<file path="src/rtl/fuir_pkg.sv">
package fuir_pkg;

  localparam int unsigned LAYERS = 3;

  typedef enum logic [1:0] {
    REL_THIS = 2'd0,
    REL_NEXT = 2'd1,
    REL_PREV = 2'd2,
    REL_BAD  = 2'd3
  } rel_e;

  // Position of the column's current layer relative to a cell's own layer.
  function automatic rel_e layer_rel(input logic [1:0] col_l, input logic [1:0] cell_l);
    logic [2:0] s;
    if (col_l == 2'd3) return REL_BAD;
    s = {1'b0, col_l} + 3'd3 - {1'b0, cell_l};
    if (s >= 3'd3) s = s - 3'd3;
    return rel_e'(s[1:0]);
  endfunction

endpackage

</file>
<file path="src/rtl/ring_cell.sv">
module ring_cell
  import fuir_pkg::*;
#(
  parameter logic [1:0] CELL_LAYER = 2'd0,
  parameter bit         ORIGIN     = 1'b0
) (
  input  logic       clk,
  input  logic       rst_n,
  input  logic       tok_in,
  input  logic       col_valid,
  input  logic [1:0] col_layer,
  input  logic       for_me,
  input  logic       unit_ready,
  output logic       tok_out,
  output logic       has_token,
  output logic       issue
);

  logic tok_q;
  logic pass;
  logic advance;
  rel_e rel;

  assign has_token = tok_in ^ tok_q ^ ORIGIN;
  assign tok_out   = tok_q;

  always_comb begin
    rel     = layer_rel(col_layer, CELL_LAYER);
    issue   = rst_n & has_token & (rel == REL_THIS) & col_valid & for_me & unit_ready;
    pass    = rst_n & has_token &
              (((rel == REL_THIS) & col_valid & ~for_me) | (rel == REL_NEXT));
    advance = issue | pass;
  end

  always_ff @(posedge clk or negedge rst_n) begin
    if (!rst_n) begin
      tok_q <= 1'b0;
    end else if (advance) begin
      tok_q <= ~tok_q;
    end
  end

  // a column still in the previous layer keeps the token here.
  p_hold_on_prev_r7: assert property (@(posedge clk) disable iff (!rst_n)
    (has_token && rel == REL_PREV) |=> has_token);

  // a column already in the next layer never keeps the token.
  p_leave_on_next_r8: assert property (@(posedge clk) disable iff (!rst_n)
    (has_token && rel == REL_NEXT) |=> !has_token);

endmodule

</file>
<file path="src/rtl/unit_sequencer.sv">
module unit_sequencer
  import fuir_pkg::*;
#(
  parameter int unsigned NCOL    = 5,
  parameter int unsigned PW      = 10,
  parameter int unsigned UW      = 2,
  parameter int unsigned UNIT_ID = 0
) (
  input  logic                     clk,
  input  logic                     rst_n,
  input  logic [NCOL-1:0]          col_valid,
  input  logic [NCOL-1:0][1:0]     col_layer,
  input  logic [NCOL-1:0][UW-1:0]  col_unit,
  input  logic [NCOL-1:0][PW-1:0]  col_payload,
  input  logic                     unit_ready,
  output logic [NCOL-1:0]          col_issue,
  output logic                     fu_valid,
  output logic [PW-1:0]            fu_payload
);

  localparam int unsigned NCELL = NCOL * LAYERS;

  logic [NCELL-1:0] tok_q;
  logic [NCELL-1:0] has_tok;
  logic [NCELL-1:0] cell_issue;
  logic [NCOL-1:0]  for_me;

  always_comb begin
    for (int c = 0; c < NCOL; c++) begin
      for_me[c] = (col_unit[c] == UW'(UNIT_ID));
    end
  end

  for (genvar gl = 0; gl < LAYERS; gl++) begin : g_layer
    for (genvar gc = 0; gc < NCOL; gc++) begin : g_col
      localparam int unsigned IDX  = gl * NCOL + gc;
      localparam int unsigned PREV = (IDX == 0) ? NCELL - 1 : IDX - 1;
      ring_cell #(
        .CELL_LAYER (2'(gl)),
        .ORIGIN     (IDX == 0)
      ) u_cell (
        .clk        (clk),
        .rst_n      (rst_n),
        .tok_in     (tok_q[PREV]),
        .col_valid  (col_valid[gc]),
        .col_layer  (col_layer[gc]),
        .for_me     (for_me[gc]),
        .unit_ready (unit_ready),
        .tok_out    (tok_q[IDX]),
        .has_token  (has_tok[IDX]),
        .issue      (cell_issue[IDX])
      );
    end
  end

  always_comb begin
    col_issue  = '0;
    fu_payload = '0;
    for (int l = 0; l < LAYERS; l++) begin
      for (int c = 0; c < NCOL; c++) begin
        col_issue[c] = col_issue[c] | cell_issue[l*NCOL + c];
      end
    end
    for (int c = 0; c < NCOL; c++) begin
      if (col_issue[c]) fu_payload = fu_payload | col_payload[c];
    end
    fu_valid = |col_issue;
  end

  // exactly one token lives in the ring at all times out of reset.
  p_single_token_r6: assert property (@(posedge clk) disable iff (!rst_n)
    $countones(has_tok) == 1);

  // a unit takes at most one column per cycle.
  p_one_column_r3: assert property (@(posedge clk) disable iff (!rst_n)
    $onehot0(col_issue));

endmodule

</file>
<file path="src/rtl/fu_issue_ring.sv">
module fu_issue_ring
  import fuir_pkg::*;
#(
  parameter int unsigned NCOL  = 5,
  parameter int unsigned NUNIT = 4,
  parameter int unsigned PW    = 10,
  localparam int unsigned UW   = $clog2(NUNIT),
  localparam int unsigned IW   = PW + UW
) (
  input  logic                     clk,
  input  logic                     rst_n,
  input  logic [NCOL-1:0]          col_valid,
  input  logic [NCOL-1:0][1:0]     col_layer,
  input  logic [NCOL-1:0][IW-1:0]  col_instr,
  input  logic [NUNIT-1:0]         fu_ready,
  output logic [NCOL-1:0]          col_ack,
  output logic [NUNIT-1:0]         fu_valid,
  output logic [NUNIT-1:0][PW-1:0] fu_payload
);

  logic [1:0] rs_q;
  logic       rst_sync_n;

  always_ff @(posedge clk or negedge rst_n) begin
    if (!rst_n) begin
      rs_q <= 2'b00;
    end else begin
      rs_q <= {rs_q[0], 1'b1};
    end
  end
  assign rst_sync_n = rs_q[1];

  logic [NCOL-1:0][UW-1:0]     col_unit;
  logic [NCOL-1:0][PW-1:0]     col_payload;
  logic [NUNIT-1:0][NCOL-1:0]  take;
  logic [NCOL-1:0][NUNIT-1:0]  owner;

  always_comb begin
    for (int c = 0; c < NCOL; c++) begin
      col_unit[c]    = col_instr[c][IW-1:PW];
      col_payload[c] = col_instr[c][PW-1:0];
    end
  end

  for (genvar gu = 0; gu < NUNIT; gu++) begin : g_unit
    unit_sequencer #(
      .NCOL    (NCOL),
      .PW      (PW),
      .UW      (UW),
      .UNIT_ID (gu)
    ) u_seq (
      .clk         (clk),
      .rst_n       (rst_sync_n),
      .col_valid   (col_valid),
      .col_layer   (col_layer),
      .col_unit    (col_unit),
      .col_payload (col_payload),
      .unit_ready  (fu_ready[gu]),
      .col_issue   (take[gu]),
      .fu_valid    (fu_valid[gu]),
      .fu_payload  (fu_payload[gu])
    );

    // no hand-off to a unit that is not ready.
    p_valid_needs_ready_r5: assert property (@(posedge clk) disable iff (!rst_sync_n)
      fu_valid[gu] |-> fu_ready[gu]);
  end

  always_comb begin
    for (int c = 0; c < NCOL; c++) begin
      for (int u = 0; u < NUNIT; u++) begin
        owner[c][u] = take[u][c];
      end
      col_ack[c] = |owner[c];
    end
  end

  for (genvar gc = 0; gc < NCOL; gc++) begin : g_colchk
    // an acknowledge only for a present head.
    p_ack_needs_valid_r4: assert property (@(posedge clk) disable iff (!rst_sync_n)
      col_ack[gc] |-> col_valid[gc]);
    // one taker per column per cycle.
    p_one_owner_r4: assert property (@(posedge clk) disable iff (!rst_sync_n)
      $onehot0(owner[gc]));
    // the taker is the unit named in the instruction.
    p_owner_matches_r2: assert property (@(posedge clk) disable iff (!rst_sync_n)
      col_ack[gc] |-> owner[gc][col_unit[gc]]);
  end

endmodule

</file>
<file path="config.mk">
export PLATFORM = sky130hd
export DESIGN_NAME = fu_issue_ring
export DESIGN_NICKNAME = d
export VERILOG_FILES = /design/src/rtl/fuir_pkg.sv /design/src/rtl/ring_cell.sv /design/src/rtl/unit_sequencer.sv /design/src/rtl/fu_issue_ring.sv
export SDC_FILE = /design/constraint.sdc
export NUM_CORES = 1
export LEC_CHECK = 0
export CORE_ASPECT_RATIO = 0.9
export CORE_UTILIZATION = 40
export CTS_CLUSTER_DIAMETER = 120
export CTS_CLUSTER_SIZE = 40
export DETAILED_ROUTE_END_ITERATION = 8
export PLACE_DENSITY = 0.66
export SLEW_MARGIN = 0
export SYNTH_ARGS = -nofsm -noshare
export SYNTH_HDL_FRONTEND = slang
export SYNTH_SLANG_ARGS = --single-unit
</file>
<file path="constraint.sdc">
create_clock -name clk -period 7 [get_ports clk]
set_input_delay 1.05 -clock clk [delete_from_list [all_inputs] [get_ports clk]]
set_output_delay 1.05 -clock clk [all_outputs]
set_load 0.02 [all_outputs]
</file>
==> impl_metrics.json <==
{
  "netlist_top_cells_count": "dfrtp_1 (62), nand2_1 (60), o21ai_0 (57), mux2_2 (56)",
  "maxCapViolCount": 0,
  "hpwlAfterDp_um": 16500,
  "fin_crit_sh_pct": 77.2,
  "die_w_um": 128,
  "initial_core_util_pct": 40.9,
  "insertion_delay_ns": 0.33,
  "async_reset_ff_share_pct": 100,
  "cts_tree": "done",
  "syn_nets": 745,
  "period_minus_slack_ns": 5.41,
  "vias": 6001,
  "leakage_uw": 0.00300,
  "worstPathCellList": "clkdlybuf4s50_1 > nand2b_1 > or3_1 > a311oi_2 > a22o_1 > a211o_1 > clkdlybuf4s50_1",
  "hold_path_end": "rs_q[1]",
  "slowest_delay_ns": 0.91,
  "critPathArrivalTime_ns": 4.36,
  "slew_headroom_pct": 13.4,
  "cts_resized": 0,
  "ant_nets": 0,
  "ioPinCount": 130,
  "r2r_setup_slack_ns": 4.70,
  "fmax_ghz": 0.185,
  "cts_inserted_buffers": 9,
  "grt_max_degree": 68,
  "cts.clk_slew.worst_paths_ns": 0.05,
  "cts.path.max_buffers": 2,
  "syn_inst": 664,
  "syn-cell-area_mm2": 0.00571,
  "internal_power_uw": 976,
  "nFillCells": 1299,
  "drtIter0Drc": 856,
  "yosys-top-cells-area": "dfrtp_1 (27%), mux2_2 (11%), xor2_1 (5.8%)",
  "grt.total_usage_pct": 29.4,
  "combPwrFrac_pct": 33.5,
  "worst_setup_path_start_kind": "input pin",
  "setup_violations": 0,
  "yosys_warnings": 0,
  "hold_violations": 0,
  "peakVddDrop_uv": 132,
  "crit_fanout": 12,
  "ys_seq_area_share_pct": 27.2,
  "rows": 41,
  "hold_start": "rs_q[0]",
  "critPathSlowestCell": "a311oi_2",
  "ctsHoldBuffers": 0,
  "first_pass_iters": 5,
  "avgRoutedWirePerCell_um": 22.0,
  "ys_types": 57,
  "powerDensity_mw_per_mm2": 205,
  "vias_per_cell": 6.15,
  "hold_depth": 0,
  "drc": 0,
  "end_kind": "output pin",
  "cts_root_buf": "clkbuf_16",
  "switching_share_pct": 35.7,
  "cts-htree-levels": 3,
  "rsz0062_at_grt": "no",
  "synth_top_area_share_pct": 27.2,
  "antenna_cells": 0,
  "die_h_um": 115,
  "synth_ff_type": "dfrtp_1",
  "ys_ff_latch": 62,
  "areaGrowthSynthToFinish_pct": 29.8,
  "antenna_found_initial": 0,
  "hp-class": "flip-flop to flip-flop",
  "tns_ns": 0,
  "layout-drive-gt1-share_pct": 11.6,
  "grt_pass1_wl_um": 32900,
  "grt-ovfl-total": 0,
  "clkSinkCount": 62,
  "finalNetCount": 858,
  "seqPwrFrac_pct": 39.8,
  "postCtsSetupRepairBufs": 0,
  "status": "complete, no violations",
  "port-buffer-count": 129,
  "rr_startpoint": "rs_q[1]",
  "core_mm2": 0.0140,
  "place_congestion": 0.973,
  "power_uw": 1520,
  "synth_area_per_cell_um2": 8.60,
  "yosysMostFrequentCell": "dfrtp_1",
  "clockPowerShare_pct": 26.7,
  "worst_pin_slew_ns": 1.30,
  "die_area_mm2": 0.0148,
  "synth_edf_count": 0,
  "netlist.top_cell.by_area": "dfrtp_1",
  "wirelength_um": 21500,
  "crit_required_ns": 5.95,
  "slew_viol_final": 0,
  "first_global_vias": 5773,
  "power.switching_uw": 541,
  "reg2regPathDepth": 4,
  "fin_skew_ns": 0.00396,
  "timing_worst_setup_path_type": "input pin to output pin",
  "path_common_cell": "clkdlybuf4s50_1"
}
## worst max-delay path: cells and delay by family
family / cells / cell delay [ns]
buf+inv: 2 / 1.26
compound gates: 3 / 1.29
simple gates: 2 / 0.75
## kinds of logic (layout without fill, tap and decap cells)
family          count (synthesis)  count (layout)  synth area share, %
compound gates                220             220                 28.3
simple gates                  188             188                 17.8
buf+inv                        73             191                 5.79
flops                          62              62                 27.2
xor+xnor                       60              60                 9.21
mux                            60              60                 11.7
other cells                     1               1               0.0657
## stage by stage
step / utilization, % / hold WS, ns / setup WS [ns] / cell area (µm²) / std cells
after global routing: 53.1 / 0.363 / 1.40 / 7410 / 975
after global placement: 51.2 / 0.336 / 1.74 / 7140 / 959
after detailed placement: 51.2 / 0.337 / 1.64 / 7140 / 959
final: 53.1 / 0.347 / 1.59 / 7410 / 975
after CTS: 53.1 / 0.349 / 1.66 / 7410 / 975
after floorplan: - / 0.331 / 2.66 / 5710 / 664
## worst max-delay path by stage
stage | startpoint | endpoint | depth (start not counted)
after floorplan | rs_q[1] | fu_payload[2] | 7
after global placement | col_layer[5] | fu_payload[23] | 7
after detailed placement | col_layer[5] | fu_payload[23] | 7
after CTS | col_layer[5] | fu_payload[22] | 7
after global routing | col_layer[5] | fu_payload[27] | 7
final | col_layer[5] | fu_payload[23] | 7
## sequential cells by signal (all words and copies together) (netlist names)
register                                   cells
g_unit.u_seq.g_layer.g_col.u_cell.tok_out     60
rs_q                                           2
## layer usage
metal	vias to the layer above	share of wire [%]	routed length, µm	GRT usage [%]
met5	-	0	0	0
li1	2695	-	-	-
met4	0	3.0	636	10.2
met3	58	8.0	1720	6.28
met1	2938	44	9360	41.3
met2	310	45	9740	44.9
## power by group through the flow
stage               registers [µW]  clock network [µW]  logic [µW]
detailed placement             606                   0         496
global placement               599                   0         492
CTS                            602                 410         501
floorplan                      562                   0         332
global route                   619                 431         544
finish                         603                 405         508
## area by class of cell
class / instances / area, µm² / share of cell area, %
Multi-Input combinational cell: 529 / 3840 / 51.8
Sequential cell: 62 / 1560 / 21.0
Timing Repair Buffer: 140 / 1370 / 18.5
Clock buffer: 12 / 246 / 3.33
Tap cell: 193 / 241 / 3.26
Inverter: 35 / 131 / 1.77
Clock inverter: 4 / 22.5 / 0.304
## layout by cell type, fill, tap and decap left out, drive strengths merged, types with 7 or more instances in the layout
cell,synthesis,final
nand2,60,60
a21oi,13,13
nand3b,10,10
nand3,7,7
o22a,7,7
dfrtp,62,62
a22oi,33,33
o21ai,57,57
nor2,38,38
nor3b,7,7
mux2,56,56
xnor2,22,22
clkbuf,19,12
nor2b,9,9
nand2b,17,17
inv,35,35
a22o,31,31
xor2,38,38
a211o,21,21
clkdlybuf4s50,0,129
buf,19,11
o211ai,20,20
o2bb2ai,13,13
Note: power is estimated with default switching activity, not from simulation.
